==> src/rtl/dsss_pkg.sv <==
package dsss_pkg;
  localparam int SAMP_W   = 8;
  localparam int QTR_LEN  = 9;
  localparam int CYC_LEN  = 4 * QTR_LEN;
  localparam int QIDX_W   = $clog2(QTR_LEN);

  typedef logic signed [SAMP_W-1:0] samp_t;
  typedef logic [SAMP_W-2:0]        mag_t;

  // Half-sample offset quarter wave: 127*sin((k+0.5)*10 deg)
  function automatic mag_t quarter_mag(input logic [QIDX_W-1:0] idx);
    case (idx)
      4'd0:    quarter_mag = 7'd11;
      4'd1:    quarter_mag = 7'd33;
      4'd2:    quarter_mag = 7'd54;
      4'd3:    quarter_mag = 7'd73;
      4'd4:    quarter_mag = 7'd90;
      4'd5:    quarter_mag = 7'd104;
      4'd6:    quarter_mag = 7'd115;
      4'd7:    quarter_mag = 7'd123;
      4'd8:    quarter_mag = 7'd127;
      default: quarter_mag = 7'd0;
    endcase
  endfunction
endpackage

==> src/rtl/rate_tick.sv <==
module rate_tick #(
  parameter int DIV = 500
) (
  input  logic clk,
  input  logic rst,
  output logic tick_o
);
  localparam int CW = (DIV > 1) ? $clog2(DIV) : 1;
  localparam logic [CW-1:0] LAST = CW'(DIV - 1);

  logic [CW-1:0] cnt_q;

  always_ff @(posedge clk) begin
    if (rst) begin
      cnt_q  <= '0;
      tick_o <= 1'b0;
    end else begin
      tick_o <= (cnt_q == LAST);
      cnt_q  <= (cnt_q == LAST) ? '0 : cnt_q + 1'b1;
    end
  end

  generate
    if (DIV > 1) begin : g_pulse_chk

      single_pulse_chk: assert property (@(posedge clk) disable iff (rst)
        tick_o |=> !tick_o);
    end
  endgenerate
endmodule

==> src/rtl/pn_lfsr.sv <==
module pn_lfsr #(
  parameter int W     = 4,
  parameter int TAP_A = 4,
  parameter int TAP_B = 3
) (
  input  logic clk,
  input  logic rst,
  input  logic adv_i,
  output logic chip_o
);
  localparam int IA = W - TAP_A;
  localparam int IB = W - TAP_B;

  logic [W-1:0] state_q;
  logic         fb;

  assign fb     = ~(state_q[IA] ^ state_q[IB]);
  assign chip_o = state_q[0];

  always_ff @(posedge clk) begin
    if (rst)        state_q <= '0;
    else if (adv_i) state_q <= {fb, state_q[W-1:1]};
  end


  hold_when_idle_chk: assert property (@(posedge clk) disable iff (rst)
    !adv_i |=> $stable(state_q));

  no_lockup_chk: assert property (@(posedge clk) disable iff (rst)
    state_q != {W{1'b1}});
endmodule

==> src/rtl/bpsk_carrier.sv <==
module bpsk_carrier
  import dsss_pkg::*;
(
  input  logic  clk,
  input  logic  rst,
  input  logic  tick_i,
  input  logic  pos_i,
  output logic  valid_o,
  output samp_t sample_o
);
  logic [QIDX_W-1:0] idx_q;
  logic [1:0]        quad_q;
  logic [QIDX_W-1:0] addr;
  mag_t              mag;
  samp_t             mag_s;
  logic              neg;

  assign addr  = quad_q[0] ? QIDX_W'(QTR_LEN - 1) - idx_q : idx_q;
  assign mag   = quarter_mag(addr);
  assign mag_s = {1'b0, mag};
  assign neg   = quad_q[1] ^ ~pos_i;

  always_ff @(posedge clk) begin
    if (rst) begin
      idx_q    <= '0;
      quad_q   <= '0;
      valid_o  <= 1'b0;
      sample_o <= '0;
    end else begin
      valid_o <= tick_i;
      if (tick_i) begin
        sample_o <= neg ? -mag_s : mag_s;
        if (idx_q == QIDX_W'(QTR_LEN - 1)) begin
          idx_q  <= '0;
          quad_q <= quad_q + 1'b1;
        end else begin
          idx_q  <= idx_q + 1'b1;
        end
      end
    end
  end


  index_range_chk: assert property (@(posedge clk) disable iff (rst)
    idx_q < QIDX_W'(QTR_LEN));

  no_min_code_chk: assert property (@(posedge clk) disable iff (rst)
    sample_o != samp_t'(-128));

  hold_between_chk: assert property (@(posedge clk) disable iff (rst)
    !tick_i |=> $stable(sample_o));
endmodule

==> src/rtl/dsss_bpsk_tx.sv <==
module dsss_bpsk_tx
  import dsss_pkg::*;
#(
  parameter int CHIP_DIV   = 500,
  parameter int SAMPLE_DIV = 2,
  parameter int PN_W       = 4,
  parameter int TAP_A      = 4,
  parameter int TAP_B      = 3
) (
  input  logic        clk,
  input  logic        rst,
  input  logic        data_in,
  output logic        chip_out,
  output logic        spread_out,
  output logic        sample_valid,
  output logic signed [SAMP_W-1:0] sample_out
);
  logic chip_tick;
  logic samp_tick;

  rate_tick #(.DIV(CHIP_DIV)) chip_rate_i (
    .clk(clk), .rst(rst), .tick_o(chip_tick));

  rate_tick #(.DIV(SAMPLE_DIV)) samp_rate_i (
    .clk(clk), .rst(rst), .tick_o(samp_tick));

  pn_lfsr #(.W(PN_W), .TAP_A(TAP_A), .TAP_B(TAP_B)) pn_i (
    .clk(clk), .rst(rst), .adv_i(chip_tick), .chip_o(chip_out));

  always_ff @(posedge clk) begin
    if (rst) spread_out <= 1'b0;
    else     spread_out <= ~(data_in ^ chip_out);
  end

  bpsk_carrier carrier_i (
    .clk(clk), .rst(rst), .tick_i(samp_tick), .pos_i(spread_out),
    .valid_o(sample_valid), .sample_o(sample_out));


  chip_on_tick_chk: assert property (@(posedge clk) disable iff (rst)
    !chip_tick |=> $stable(chip_out));
endmodule

==> config.mk <==
export PLATFORM = sky130hd
export DESIGN_NAME = dsss_bpsk_tx
export DESIGN_NICKNAME = d
export VERILOG_FILES = /design/src/rtl/dsss_pkg.sv /design/src/rtl/rate_tick.sv /design/src/rtl/pn_lfsr.sv /design/src/rtl/bpsk_carrier.sv /design/src/rtl/dsss_bpsk_tx.sv
export SDC_FILE = /design/constraint.sdc
export NUM_CORES = 1
export LEC_CHECK = 0
export ABC_AREA = 1
export BUFFER_PORTS_ARGS = -buffer_cell sky130_fd_sc_hd__buf_2
export CORE_ASPECT_RATIO = 0.9
export CORE_MARGIN = 4
export CORE_UTILIZATION = 58
export CTS_CLUSTER_DIAMETER = 30
export DETAILED_ROUTE_END_ITERATION = 10
export GPL_TIMING_DRIVEN = 1
export PLACE_DENSITY = 0.78
export SYNTH_ARGS = -nofsm -noshare
export SYNTH_HDL_FRONTEND = slang
export SYNTH_SLANG_ARGS = --single-unit
==> constraint.sdc <==
create_clock -name clk -period 2.6 [get_ports clk]
set_input_delay 0.39 -clock clk [delete_from_list [all_inputs] [get_ports clk]]
set_output_delay 0.39 -clock clk [all_outputs]
set_load 0.05 [all_outputs]
Yosys cells after proc, flatten, opt, wreduce, memory -nomap -nowiden
Memories as Yosys holds them, arrays and structs flattened.
Index checks and enable logic that the tools add are counted.
{"block": "classes", "add_sub_neg": 6, "eq_ne": 2, "n_mux": 3, "bitwise_logic": 6, "n_reduce_logical": 3}
{"cell": "9-bit by 1-bit adder with 9-bit output, second input constant", "n": 1}
{"cell": "9-bit == test, second input constant", "n": 1}
{"cell": "4-bit two-way mux", "n": 2}
{"cell": "8-bit two-way mux", "n": 1}
{"cell": "7-bit negator with 8-bit output", "n": 1}
{"cell": "4-bit by 1-bit adder with 4-bit output, second input constant", "n": 1}
{"cell": "4-bit == test, second input constant", "n": 1}
{"cell": "2-bit OR reduction", "n": 2}
{"cell": "4-bit subtractor, first input constant", "n": 1}
{"cell": "1-bit NOT", "n": 3}
{"cell": "1-bit XOR", "n": 3}
{"cell": "2-bit by 1-bit adder with 2-bit output, second input constant", "n": 1}
{"cell": "2-bit AND reduction", "n": 1}
{"cell": "1-bit adder, second input constant", "n": 1}
{"block": "word_totals", "register_bits": 32, "romBits": 112, "input_bits": 3, "out_inout_bits": 11, "n_memories": 1}
{"name": "(name not given)", "words": 16, "width": 7, "rd": 1, "rd_clocked_by_memory_dff": 0, "write_ports": 0, "line": "dsss_pkg.sv:12", "rtl": "case (idx)"}

Longest topological paths before layout
Gate-level depths: netlist (run 1).
An unclocked memory read counts as a cell.
{"block": "depth", "word_depth": 5, "mapped_depth": 19, "mapped_depth_nobuf": 19}

Modules after synthesis
A second synthesis (run 1) with hierarchy kept.
{"block": "unflattened", "hier_cells": 261, "hier_area_um2": 1785.5}
{"mod": "bpsk_carrier", "n_inst": 1, "cells_per_inst": 160, "area_each_um2": 1047.3}
{"mod": "rate_tick at chip_rate_i", "n_inst": 1, "cells_per_inst": 66, "area_each_um2": 483.0}
{"mod": "pn_lfsr", "n_inst": 1, "cells_per_inst": 23, "area_each_um2": 158.9}
{"mod": "rate_tick at samp_rate_i", "n_inst": 1, "cells_per_inst": 5, "area_each_um2": 53.8}
{"mod": "dsss_bpsk_tx", "n_inst": 1, "cells_per_inst": 7, "area_each_um2": 42.5}

Worst setup path after synthesis (run 1)
OpenSTA, ideal clock, no wires.
{"block": "synth_path", "path_type": "register -> register", "from": "register carrier_i.idx_q[0]", "to": "register carrier_i.sample_o[2]", "arrival_time_ps": 2059, "required_time_ps": 2483, "slack_ps": 424, "stages_incl_launch_ff": 17, "synth_period_minus_slack_ps": 2176, "path_cell_list": "dfxtp_1 -> inv_1 -> ha_1 -> nand2_2 -> nand3_2 -> nand2_2 -> nor2_1 -> nor2_2 -> inv_1 -> o21ai_2 -> inv_2 -> ha_1 -> nor2_1 -> xnor2_1 -> nand2_1 -> o211ai_1 -> inv_1"}
{"block": "synth_via", "elab_chain_len": 5}
{"item": "start: declaration", "line": "bpsk_carrier.sv:11", "rtl": "logic [QIDX_W-1:0] idx_q;"}
{"item": "start signal: assignment", "line": "bpsk_carrier.sv:37", "rtl": "idx_q <= idx_q + 1'b1;"}
{"item": "4-bit subtractor", "line": "bpsk_carrier.sv:18", "rtl": "assign addr = quad_q[0] ? QIDX_W'(QTR_LEN - 1) - idx_q : idx_q;"}
{"item": "4-bit two-way mux *", "line": "bpsk_carrier.sv:18"}
{"item": "memory 16 x 7 bit *"}
{"item": "7-bit negator with 8-bit output", "line": "bpsk_carrier.sv:32", "rtl": "sample_o <= neg ? -mag_s : mag_s;"}
{"item": "8-bit two-way mux *", "line": "bpsk_carrier.sv:32"}
{"item": "end signal: assignment", "line": "bpsk_carrier.sv:32"}
{"item": "end: declaration", "line": "bpsk_carrier.sv:9", "rtl": "output samp_t sample_o"}
Every way passes the cells marked *; elsewhere a longest branch is shown, timed or not.
A chain may end at the register's enable or synchronous reset.

Worst setup path after layout (run 1)
{"block": "layout_path", "from": "register carrier_i.idx_q[1]", "to": "register carrier_i.sample_o[2]"}
The elaborated chain is that of the path after synthesis.

==> metrics.md, run 1 <==
| Metric | Value |
|---|---|
| Status | complete, no violations |
| Die Ht | 59.69 µm |
| Post-synth ARST share | 0% |
| Flop pwr share | 54.2% |
| Number of port buffers | 13 |
| Clock slew at reported path FFs | 110 ps |
| Comb pwr share | 15.9% |
| Routed vias | 1,485 |
| Critical Path End Type | register |
| Highest clock rate | 0.4372 GHz |
| Pwr dens | 510.8 nW/µm² |
| Fillers | 272 |
| Setup WS pre-CTS | 259.0 ps |
| DRC violations left | 0 |
| Critical path type | register to register |
| CTS tree | built |
| Starting density of the core | 61.65% |
| Skew-Pair Late Insertion Delay | 340 ps |
| Final hold vios | 0 |
| CP arrival | 2540 ps |
| Tcrit/Tclk final | 87.97% |
| Setup bufs post-CTS | 0 |
| Synth area leaders | dfxtp_1 (37%), nand2_1 (11%), inv_1 (8.3%) |
| Detailed Routing Iterations Pass 1 | 4 |
| Die width | 65.43 µm |
| Diodes inserted | 0 |
| Row count | 18 |
| Static Leak | 0.8930 nW |
| Dominant cell type by area after synthesis | dfxtp_1 |
| Synth Net Count | 254 |
| Worst slew pin tran | 517.4 ps |
| #FFs+latches synth | 32 |
| Mean Syn Cell Area | 7.056 µm² |
| Share of cells above drive strength 1 | 18.25% |
| Worst hold-check path type | input port to register |
| CTS sink count | 32 |
| First-pass GRT wire length | 5.602 mm |
| Top FF cell, synth | dfxtp_1 |
| Area grow syn2layout | 9.375% |
| Max_cap viols | 0 |
| Post-Syn Area | 1722 µm² |
| Mux cell area share after synthesis | 0% |
| Detailed-route vias per instance | 4.901 |
| Crit-path max FO | 6 |
| Num CTS Buffers | 5 |
| Main combinational cell family by area after synthesis | simple AND/OR/NAND/NOR gates |
| Number of nets in the layout | 272 |
| RSZ-0062 raised after global routing | no |
| Most frequent cells in the layout | nand2_1 (49), inv_1 (38), dfxtp_1 (31) |
| Final setup fails | 0 |
| GRT Total Usage | 19.08% |
| Most common cell after layout, fill and taps aside | nand2_1 |
| Required @ worst endpoint | 2850 ps |
| Netlist cell types | 33 |
| Adder-cell share of the synthesized area | 5.087% |
| Core ar. | 2793 µm² |
| WL final | 3.179 mm |
| Internal power | 0.0006581 W |
| Antenna viol nets, final | 0 |
| Register area share after synthesis | 37.21% |
| Synth top area share | 37.21% |
| Post-synthesis compound-gate area fraction | 10.47% |
| Root buf cell | clkbuf_4 |
| Minimum clock period | 2287 ps |
| Synthesized instance count | 244 |
| GRT overflow | 0 |
| Number of global-route vias before repair | 1,323 |
| Synth Area in Simple Gates | 33.50% |
| Switching power total | 0.0003038 W |
| Total die area | 3905 µm² |
| Xor/xnor share of the synthesized area | 3.052% |
| Number of I/O pins | 14 |
| Starting DRT DRC Count | 64 |
| Layout Skew | 3.917 ps |
| Initial antenna violation count | 0 |
| Clock Power Share | 29.9% |
| Peak supply drop | 0.3528 mV |
| Routed length per instance | 10.49 µm |
| Sw Ratio | 31.59% |
| Post-DP HPWL | 2.456 mm |
| GPL Wtd Cong | 0.9142 |
| Synth warn | 0 |
| Post-synth EDFFs | 0 |
| CTS Buffer Depth | 2 |
| Setup TNS | 0 ps |
| Startpoint types | register |
| Max-slew violation count | 0 |
| Normalized max-slew margin | 65.19% |
| H-tree depth | 2 |
| Setup ws final | 312.7 ps |
| Largest net degree at the start of global routing | 14 |
## final timing paths
| path | start | endpoint | slack, ps | cells past startpoint |
|---|---|---|---|---|
| worst max-delay path | carrier_i.idx_q[1] | carrier_i.sample_o[2] | 310 | 16 |
| worst min-delay path | data_in | spread_out | 290 | 3 |
| worst max register to register | carrier_i.idx_q[1] | carrier_i.sample_o[2] | 310 | 16 |
| worst min register to register | samp_rate_i.cnt_q | samp_rate_i.cnt_q | 420 | 1 |
## through the flow
step	std cells	instance area (µm²)	util, %	hold WS, ps	power, W
2_1_floorplan	244	1722	-	392.5	0.0006540
3_3_place_gp	295	1826	65.37	399.4	0.0006840
3_5_place_dp	295	1826	65.37	403.6	0.0006851
4_1_cts	303	1882	67.38	287.6	0.0009729
5_1_grt	303	1883	67.43	300.6	0.001010
6_report	303	1883	67.43	293.1	0.0009619
## cell usage after synthesis (2+ instances only)
library cell	n
a31oi_1	2
xnor2_1	2
nand4_1	2
ha_1	7
nor3_1	4
o21ai_2	2
nand3_1	16
a21oi_1	11
nor2_2	2
nand2_2	8
dfxtp_1	32
o211ai_1	3
nor4_1	2
o21ai_0	9
inv_2	5
nand3_2	4
clkbuf_1	2
xor2_1	4
inv_1	38
nand2_1	49
nor2_1	28
## critical path, stage by stage (launching register included)
cell,delay (ps)
dfxtp_1,400
inv_1,110
ha_1,230
nand2_2,140
nand3_2,110
nand2_2,100
nor2_1,50
nor2_2,140
inv_1,80
o21ai_2,130
inv_2,50
ha_1,210
nor2_1,140
xnor2_1,130
nand2_1,60
o211ai_1,70
inv_1,50
## layout make-up
class                           count  area, µm²  area share [%]
Multi-Input combinational cell    165      897.1           47.64
Sequential cell                    32      641.9           34.09
Clock inverter                      3      18.77          0.9967
Clock buffer                        5      37.54           1.993
Tap cell                           40      50.05           2.658
Timing Repair Buffer               14      72.57           3.854
Inverter                           44      165.2           8.771
## cell families (layout without fill, tap and decap cells)
kind of cell | after synthesis | after routing
and+or+nand+nor | 121 | 121
xor gates and xnor gates | 6 | 6
DFF | 32 | 32
buffers and inverters | 47 | 66
AOI/OAI and AO/OA | 31 | 31
adders and majority gates | 7 | 7
## what timing repair did
action / CTS / global route
endpoints found under the setup margin: 0 / 1
resized for setup: 0 / 1
hold buffers: 0 / 0
## metal layers
| layer | part of all wire [%] | vias to the layer above | track usage (%) |
|---|---|---|---|
| met2 | 44 | 13 | 29.00 |
| li1 | - | 811 | - |
| met4 | 2.0 | 0 | 10.65 |
| met3 | 3.7 | 7 | 4.511 |
| met5 | 0 | - | 0 |
| met1 | 51 | 654 | 25.06 |
## registers in the layout, indices dropped and copies added, names as in the netlist
register            cells
chip_rate_i.cnt_q       9
carrier_i.sample_o      8
carrier_i.idx_q         4
pn_i.state_q            4
carrier_i.quad_q        2
carrier_i.valid_o       1
chip_rate_i.tick_o      1
samp_rate_i.cnt_q       1
samp_rate_i.tick_o      1
spread_out              1
## power by group through the flow
| stage | clock (W) | combinational, W | sequential, W |
|---|---|---|---|
| finish | 0.000288 | 0.000153 | 0.000521 |
| global route | 0.000312 | 0.000173 | 0.000524 |
| CTS | 0.000298 | 0.000154 | 0.000521 |
| detailed placement | 0 | 0.000153 | 0.000532 |
| global placement | 0 | 0.000152 | 0.000532 |
| floorplan | 0 | 0.0000927 | 0.000561 |
(Power assumes the default switching activity.)
==> run 2: changes to the inputs <==
--- a/config.mk
+++ b/config.mk
@@ -7,7 +7,7 @@
 export LEC_CHECK = 0
 export ABC_AREA = 1
 export BUFFER_PORTS_ARGS = -buffer_cell sky130_fd_sc_hd__buf_2
-export CORE_ASPECT_RATIO = 0.9
+export CORE_ASPECT_RATIO = 1.75
 export CORE_MARGIN = 4
 export CORE_UTILIZATION = 58
 export CTS_CLUSTER_DIAMETER = 30
==> metrics.md, run 2 (synthesis results as in run 1) <==
| Metric | Value |
|---|---|
| Status | complete, no violations |
| GR met1 Demand/Resource | 20.86% |
| RSZ-0062 raised after global routing | no |
| Hold Buf Count CTS | 0 |
| Routed length per instance | 12.21 µm |
| DRC violations left | 0 |
| Skew-Pair Late Insertion Delay | 290 ps |
| GRT overflow | 0 |
| Initial antenna violation count | 0 |
| Reg2Reg Setup Slack | 250 ps |
| Max-slew violation count | 0 |
| WL final | 3.540 mm |
| Number of I/O pins | 14 |
| CTS Buffer Depth | 2 |
| Routing usage on met3 | 5.937% |
| Clock slew at reported path FFs | 70 ps |
| Critical path depth | 16 |
| H-tree depth | 2 |
| Max incr delay on CP | 420 ps |
| CTS resizes | 0 |
| Critical Path End | carrier_i.sample_o[2] |
| Fillers | 244 |
| Area grow syn2layout | 10.54% |
| Most frequent cell on the critical path | inv_1 |
| Minimum clock period | 2345 ps |
| Detailed Routing Iterations Pass 1 | 4 |
| Number of nets in the layout | 272 |
| Detailed-route vias per instance | 5.300 |
| Final Cell Area | 1903 µm² |
| Die width | 49.19 µm |
| Root buf cell | clkbuf_8 |
| Register area | 640.6 µm² |
| Worst slew pin tran | 477.2 ps |
| GPL Wtd Cong | 0.9164 |
| Static Leak | 0.9022 nW |
| Crit Reg-Reg Startpoint | carrier_i.idx_q[0] |
| Most common cell after layout, fill and taps aside | nand2_1 |
| Top Usage Layer GRT | met2 |
| Setup bufs post-CTS | 0 |
| Largest registers | chip_rate_i.cnt_q (9), carrier_i.sample_o (8) |
| CTS sink count | 32 |
| Pwr dens | 571.0 nW/µm² |
| Multi-input logic area | 897.1 µm² |
| Cell area after placement | 1809 µm² |
| Antenna viol nets, final | 0 |
| Most frequent cells in the layout | nand2_1 (49), inv_1 (38), dfxtp_1 (32) |
| Hold_sp | data_in |
| Peak supply drop | 0.4423 mV |
| Highest clock rate | 0.4264 GHz |
| Final setup fails | 0 |
| Delay-heaviest family, CP | simple AND/OR/NAND/NOR gates |
| Global Route met2 Usage | 38.17% |
| Worst r2r dst | carrier_i.sample_o[2] |
| WP buf/inv | 4 |
| Number of global-route vias before repair | 1,445 |
| Row count | 25 |
| Max reg flops | 9 |
| Number of port buffers | 13 |
| CP Launch Point | carrier_i.idx_q[0] |
| Routed vias | 1,537 |
| Largest net degree at the start of global routing | 20 |
| Total die area | 3938 µm² |
| CTS tree | built |
| Starting DRT DRC Count | 35 |
| Die Ht | 80.08 µm |
| Normalized max-slew margin | 67.90% |
| Post-DP HPWL | 2.667 mm |
| Share of cells above drive strength 1 | 17.49% |
| Max_cap viols | 0 |
| Largest Register | chip_rate_i.cnt_q |
| Worst Hold Depth | 3 |
| Core ar. | 2784 µm² |
| Setup TNS | 0 ps |
| Tcrit/Tclk final | 90.21% |
| Crit-path max FO | 6 |
| Starting density of the core | 61.84% |
| Critical Path End Type | register |
| Diodes inserted | 0 |
| Worst hold-check path type | input port to register |
| Final hold vios | 0 |
| GRT Total Usage | 20.91% |
| Layout Skew | 8.397 ps |
| First-pass GRT wire length | 6.210 mm |
| Required @ worst endpoint | 2790 ps |
| Cells along the critical path | inv_1 > ha_1 > nand2_2 > nand3_2 > nand2_2 > nor2_1 > nor2_2 > inv_1 > o21ai_2 > inv_2 > ha_1 > nor2_1 > xnor2_1 > nand2_1 > o211ai_1 > inv_1 |
| R2R cell count | 16 |
| Slowest cell on crit path | dfxtp_1 |
| CP arrival | 2530 ps |
| Num CTS Buffers | 5 |
| Critical path type | register to register |
| Startpoint types | register |
-- run 2: changes by cell type in the layout (fill, tap and decap cells not counted) --
cell / change
clkbuf_4: -5
dfxtp_1: +1
clkinvlp_4: +1
clkinv_4: -1
clkbuf_8: +6
dfxtp_2: -1
clkinv_2: -2
clkbuf_1: +1
-- run 2: report_power, final --
part / switching, W / internal [W] / leakage, nW
sequential: 0.0000119 / 0.000508 / 0.261
combinational: 0.000111 / 0.0000469 / 0.597
clock: 0.000194 / 0.000215 / 0.0445
total: 0.000317 / 0.000769 / 0.902
-- run 2: layout make-up --
| cell class | instances | share of cell area [%] |
|---|---|---|
| multi-input combinational | 165 | 47.14 |
| sequential | 32 | 33.66 |
| inverter | 44 | 8.678 |
| clock buffer | 7 | 4.536 |
| timing repair buffer | 14 | 3.813 |
| tap | 27 | 1.775 |
| clock inverter | 1 | 0.3945 |
-- run 2: per-stage QoR --
step / std cells / utilization, % / hold WS, ps / total power, W / setup slack [ps]
4_1_cts: 290 / 68.36 / 368.6 / 0.001096 / 264.1
5_1_grt: 290 / 68.36 / 387.0 / 0.001130 / 27.41
2_1_floorplan: 244 / - / 392.5 / 0.0006540 / 424.4
6_report: 290 / 68.36 / 371.4 / 0.001087 / 254.6
3_5_place_dp: 282 / 64.99 / 405.3 / 0.0006869 / 270.4
3_3_place_gp: 282 / 64.99 / 399.8 / 0.0006849 / 337.2
-- run 2: worst min path at each step --
stage | endpoint | slack [ps]
2_1_floorplan | samp_rate_i.cnt_q | 390
3_3_place_gp | samp_rate_i.cnt_q | 400
3_5_place_dp | samp_rate_i.cnt_q | 410
4_1_cts | spread_out | 370
5_1_grt | spread_out | 390
6_report | spread_out | 370
-- run 2: metal layers --
metal  part of all wire, %  wire length (µm)
met1                    40              1413
met2                    54              1906
met3                   3.3               116
met4                   2.9               104
met5                     0                 0
-- run 2: worst register-to-register path, delay by kind of cell, from the launching register on --
kind / cells / cell delay, ps
AND/OR/NAND/NOR: 7 / 750
adder cells (fa/ha/maj): 2 / 460
flip-flops: 1 / 420
buffers and inverters: 4 / 290
AO/OA/AOI/OAI: 2 / 200
XOR/XNOR: 1 / 120
==> run 3: changes to the inputs <==
--- a/config.mk
+++ b/config.mk
@@ -9,11 +9,12 @@
 export BUFFER_PORTS_ARGS = -buffer_cell sky130_fd_sc_hd__buf_2
 export CORE_ASPECT_RATIO = 1.75
 export CORE_MARGIN = 4
-export CORE_UTILIZATION = 58
+export CORE_UTILIZATION = 50
 export CTS_CLUSTER_DIAMETER = 30
 export DETAILED_ROUTE_END_ITERATION = 10
 export GPL_TIMING_DRIVEN = 1
-export PLACE_DENSITY = 0.78
+export MAX_ROUTING_LAYER = met4
+export PLACE_DENSITY = 0.68
 export SYNTH_ARGS = -nofsm -noshare
 export SYNTH_HDL_FRONTEND = slang
 export SYNTH_SLANG_ARGS = --single-unit
==> metrics.md, run 3 (synthesis results as in run 1) <==
| Metric | Value |
|---|---|
| Worst hold-check path type | input port to register |
| Pwr dens | 544.2 nW/µm² |
| R2R cell count | 16 |
| Largest registers | chip_rate_i.cnt_q (9), carrier_i.sample_o (8) |
| Die width | 52.36 µm |
| Normalized max-slew margin | 66.45% |
| Tcrit/Tclk final | 91.44% |
| Die Ht | 85.63 µm |
| Setup bufs post-CTS | 0 |
| Routed vias | 1,483 |
| Switching power total | 0.0003039 W |
| Crit-path max FO | 6 |
| Skew-Pair Late Insertion Delay | 280 ps |
| Starting DRT DRC Count | 36 |
| Routed length per instance | 11.21 µm |
| Internal power | 0.0007406 W |
| Cells along the critical path | inv_1 > ha_1 > nand2_2 > nand3_2 > nand2_2 > nor2_1 > nor2_2 > inv_1 > o21ai_2 > inv_2 > ha_1 > nor2_1 > xnor2_1 > nand2_1 > o211ai_1 > inv_1 |
| Clock slew at reported path FFs | 70 ps |
| WL final | 3.453 mm |
| First-pass GRT wire length | 6.285 mm |
| CP arrival | 2550 ps |
| Reg2Reg Setup Slack | 220 ps |
| Total die area | 4483 µm² |
| Worst Hold Depth | 3 |
| Area grow syn2layout | 11.48% |
| Slowest cell on crit path | dfxtp_1 |
| CTS Buffer Depth | 2 |
| Critical path type | register to register |
| GPL Wtd Cong | 0.9254 |
| Sw Ratio | 29.10% |
| Max-slew violation count | 0 |
| Number of global-route vias before repair | 1,522 |
| RSZ-0062 raised after global routing | no |
| GRT Total Usage | 19.09% |
| Diodes inserted | 0 |
| Peak supply drop | 0.3918 mV |
| Core ar. | 3363 µm² |
| Status | complete, no violations |
| Highest clock rate | 0.4206 GHz |
| WP buf/inv | 4 |
| Antenna viol nets, final | 0 |
| Max_cap viols | 0 |
| Clock Power Share | 35.4% |
| Required @ worst endpoint | 2780 ps |
| Delay-heaviest family, CP | simple AND/OR/NAND/NOR gates |
| H-tree depth | 2 |
| Final setup fails | 0 |
| GRT overflow | 0 |
| Worst slew pin tran | 498.6 ps |
| Number of nets in the layout | 272 |
| Comb pwr share | 14.9% |
| Largest net degree at the start of global routing | 20 |
| Detailed-route vias per instance | 4.815 |
| Number of I/O pins | 14 |
| Row count | 28 |
| Setup WS pre-CTS | 246.5 ps |
| CTS resizes | 0 |
| Number of port buffers | 13 |
| Critical path depth | 16 |
| Setup ws final | 222.6 ps |
| Most common cell after layout, fill and taps aside | nand2_1 |
| Starting density of the core | 51.19% |
| Minimum clock period | 2377 ps |
| Initial antenna violation count | 0 |
| Final hold vios | 0 |
| Hold Buf Count CTS | 0 |
| Most frequent cells in the layout | nand2_1 (49), inv_1 (38), dfxtp_1 (32) |
| DRC violations left | 0 |
| CTS tree | built |
| Startpoint types | register |
| Detailed Routing Iterations Pass 1 | 4 |
| Static Leak | 0.9056 nW |
| Num CTS Buffers | 5 |
| Setup TNS | 0 ps |
| Largest Register | chip_rate_i.cnt_q |
| Critical Path End Type | register |
| Flop pwr share | 49.7% |
| CTS sink count | 32 |
| Share of cells above drive strength 1 | 17.87% |
| Layout Skew | 5.595 ps |
| Most frequent cell on the critical path | inv_1 |
| Post-DP HPWL | 2.724 mm |
| Max reg flops | 9 |
| Root buf cell | clkbuf_8 |
| Max incr delay on CP | 420 ps |
run 3: cell types whose count changed in the layout (fill, tap and decap cells not counted):
cell | before | now
clkinv_2 | 0 | 2
clkbuf_1 | 1 | 0
clkbuf_8 | 6 | 5
clkinv_4 | 0 | 1
clkinvlp_4 | 1 | 0
run 3: metal layers:
| metal | up-vias | track usage [%] | wire length (µm) |
|---|---|---|---|
| met2 | 17 | 33.14 | 1913 |
| met3 | 9 | 3.130 | 76 |
| met5 | - | - | 0 |
| met1 | 651 | 20.15 | 1365 |
| met4 | 0 | 9.302 | 98 |
| li1 | 806 | - | - |
run 3: layout make-up:
type	instances	area (µm²)
repair buffers	14	72.57
well taps	45	56.30
clock inverters	3	18.77
flip-flops and latches	32	640.6
inverters	44	165.2
multi-input cells	165	897.1
fillers	362	1444
clock buffers	5	68.82
run 3: power groups by stage:
stage / clock network (W) / logic (W) / registers [W]
2_1_floorplan: 0 / 0.0000927 / 0.000561
3_3_place_gp: 0 / 0.000156 / 0.000530
3_5_place_dp: 0 / 0.000157 / 0.000531
4_1_cts: 0.000383 / 0.000157 / 0.000519
5_1_grt: 0.000407 / 0.000175 / 0.000522
6_report: 0.000370 / 0.000156 / 0.000519
run 3: worst min-delay path, cell delays in order:
cell,delay (ps)
buf_2,80
xor2_1,50
nor2_1,70
run 3: path summary, 6_finish.rpt:
path                      start                     to
max          carrier_i.idx_q[0]  carrier_i.sample_o[2]
max reg2reg  carrier_i.idx_q[0]  carrier_i.sample_o[2]
min                     data_in             spread_out
min reg2reg   samp_rate_i.cnt_q      samp_rate_i.cnt_q
run 3: metrics by stage:
stage	instance area (µm²)	utilization [%]	cells	total power, W	hold WS (ps)
2_1_floorplan	1722	-	244	0.0006540	392.5
3_3_place_gp	1832	54.46	300	0.0006860	400.1
3_5_place_dp	1832	54.46	300	0.0006876	406.5
4_1_cts	1919	57.07	308	0.001060	351.2
5_1_grt	1919	57.07	308	0.001105	364.7
6_report	1919	57.07	308	0.001044	352.0
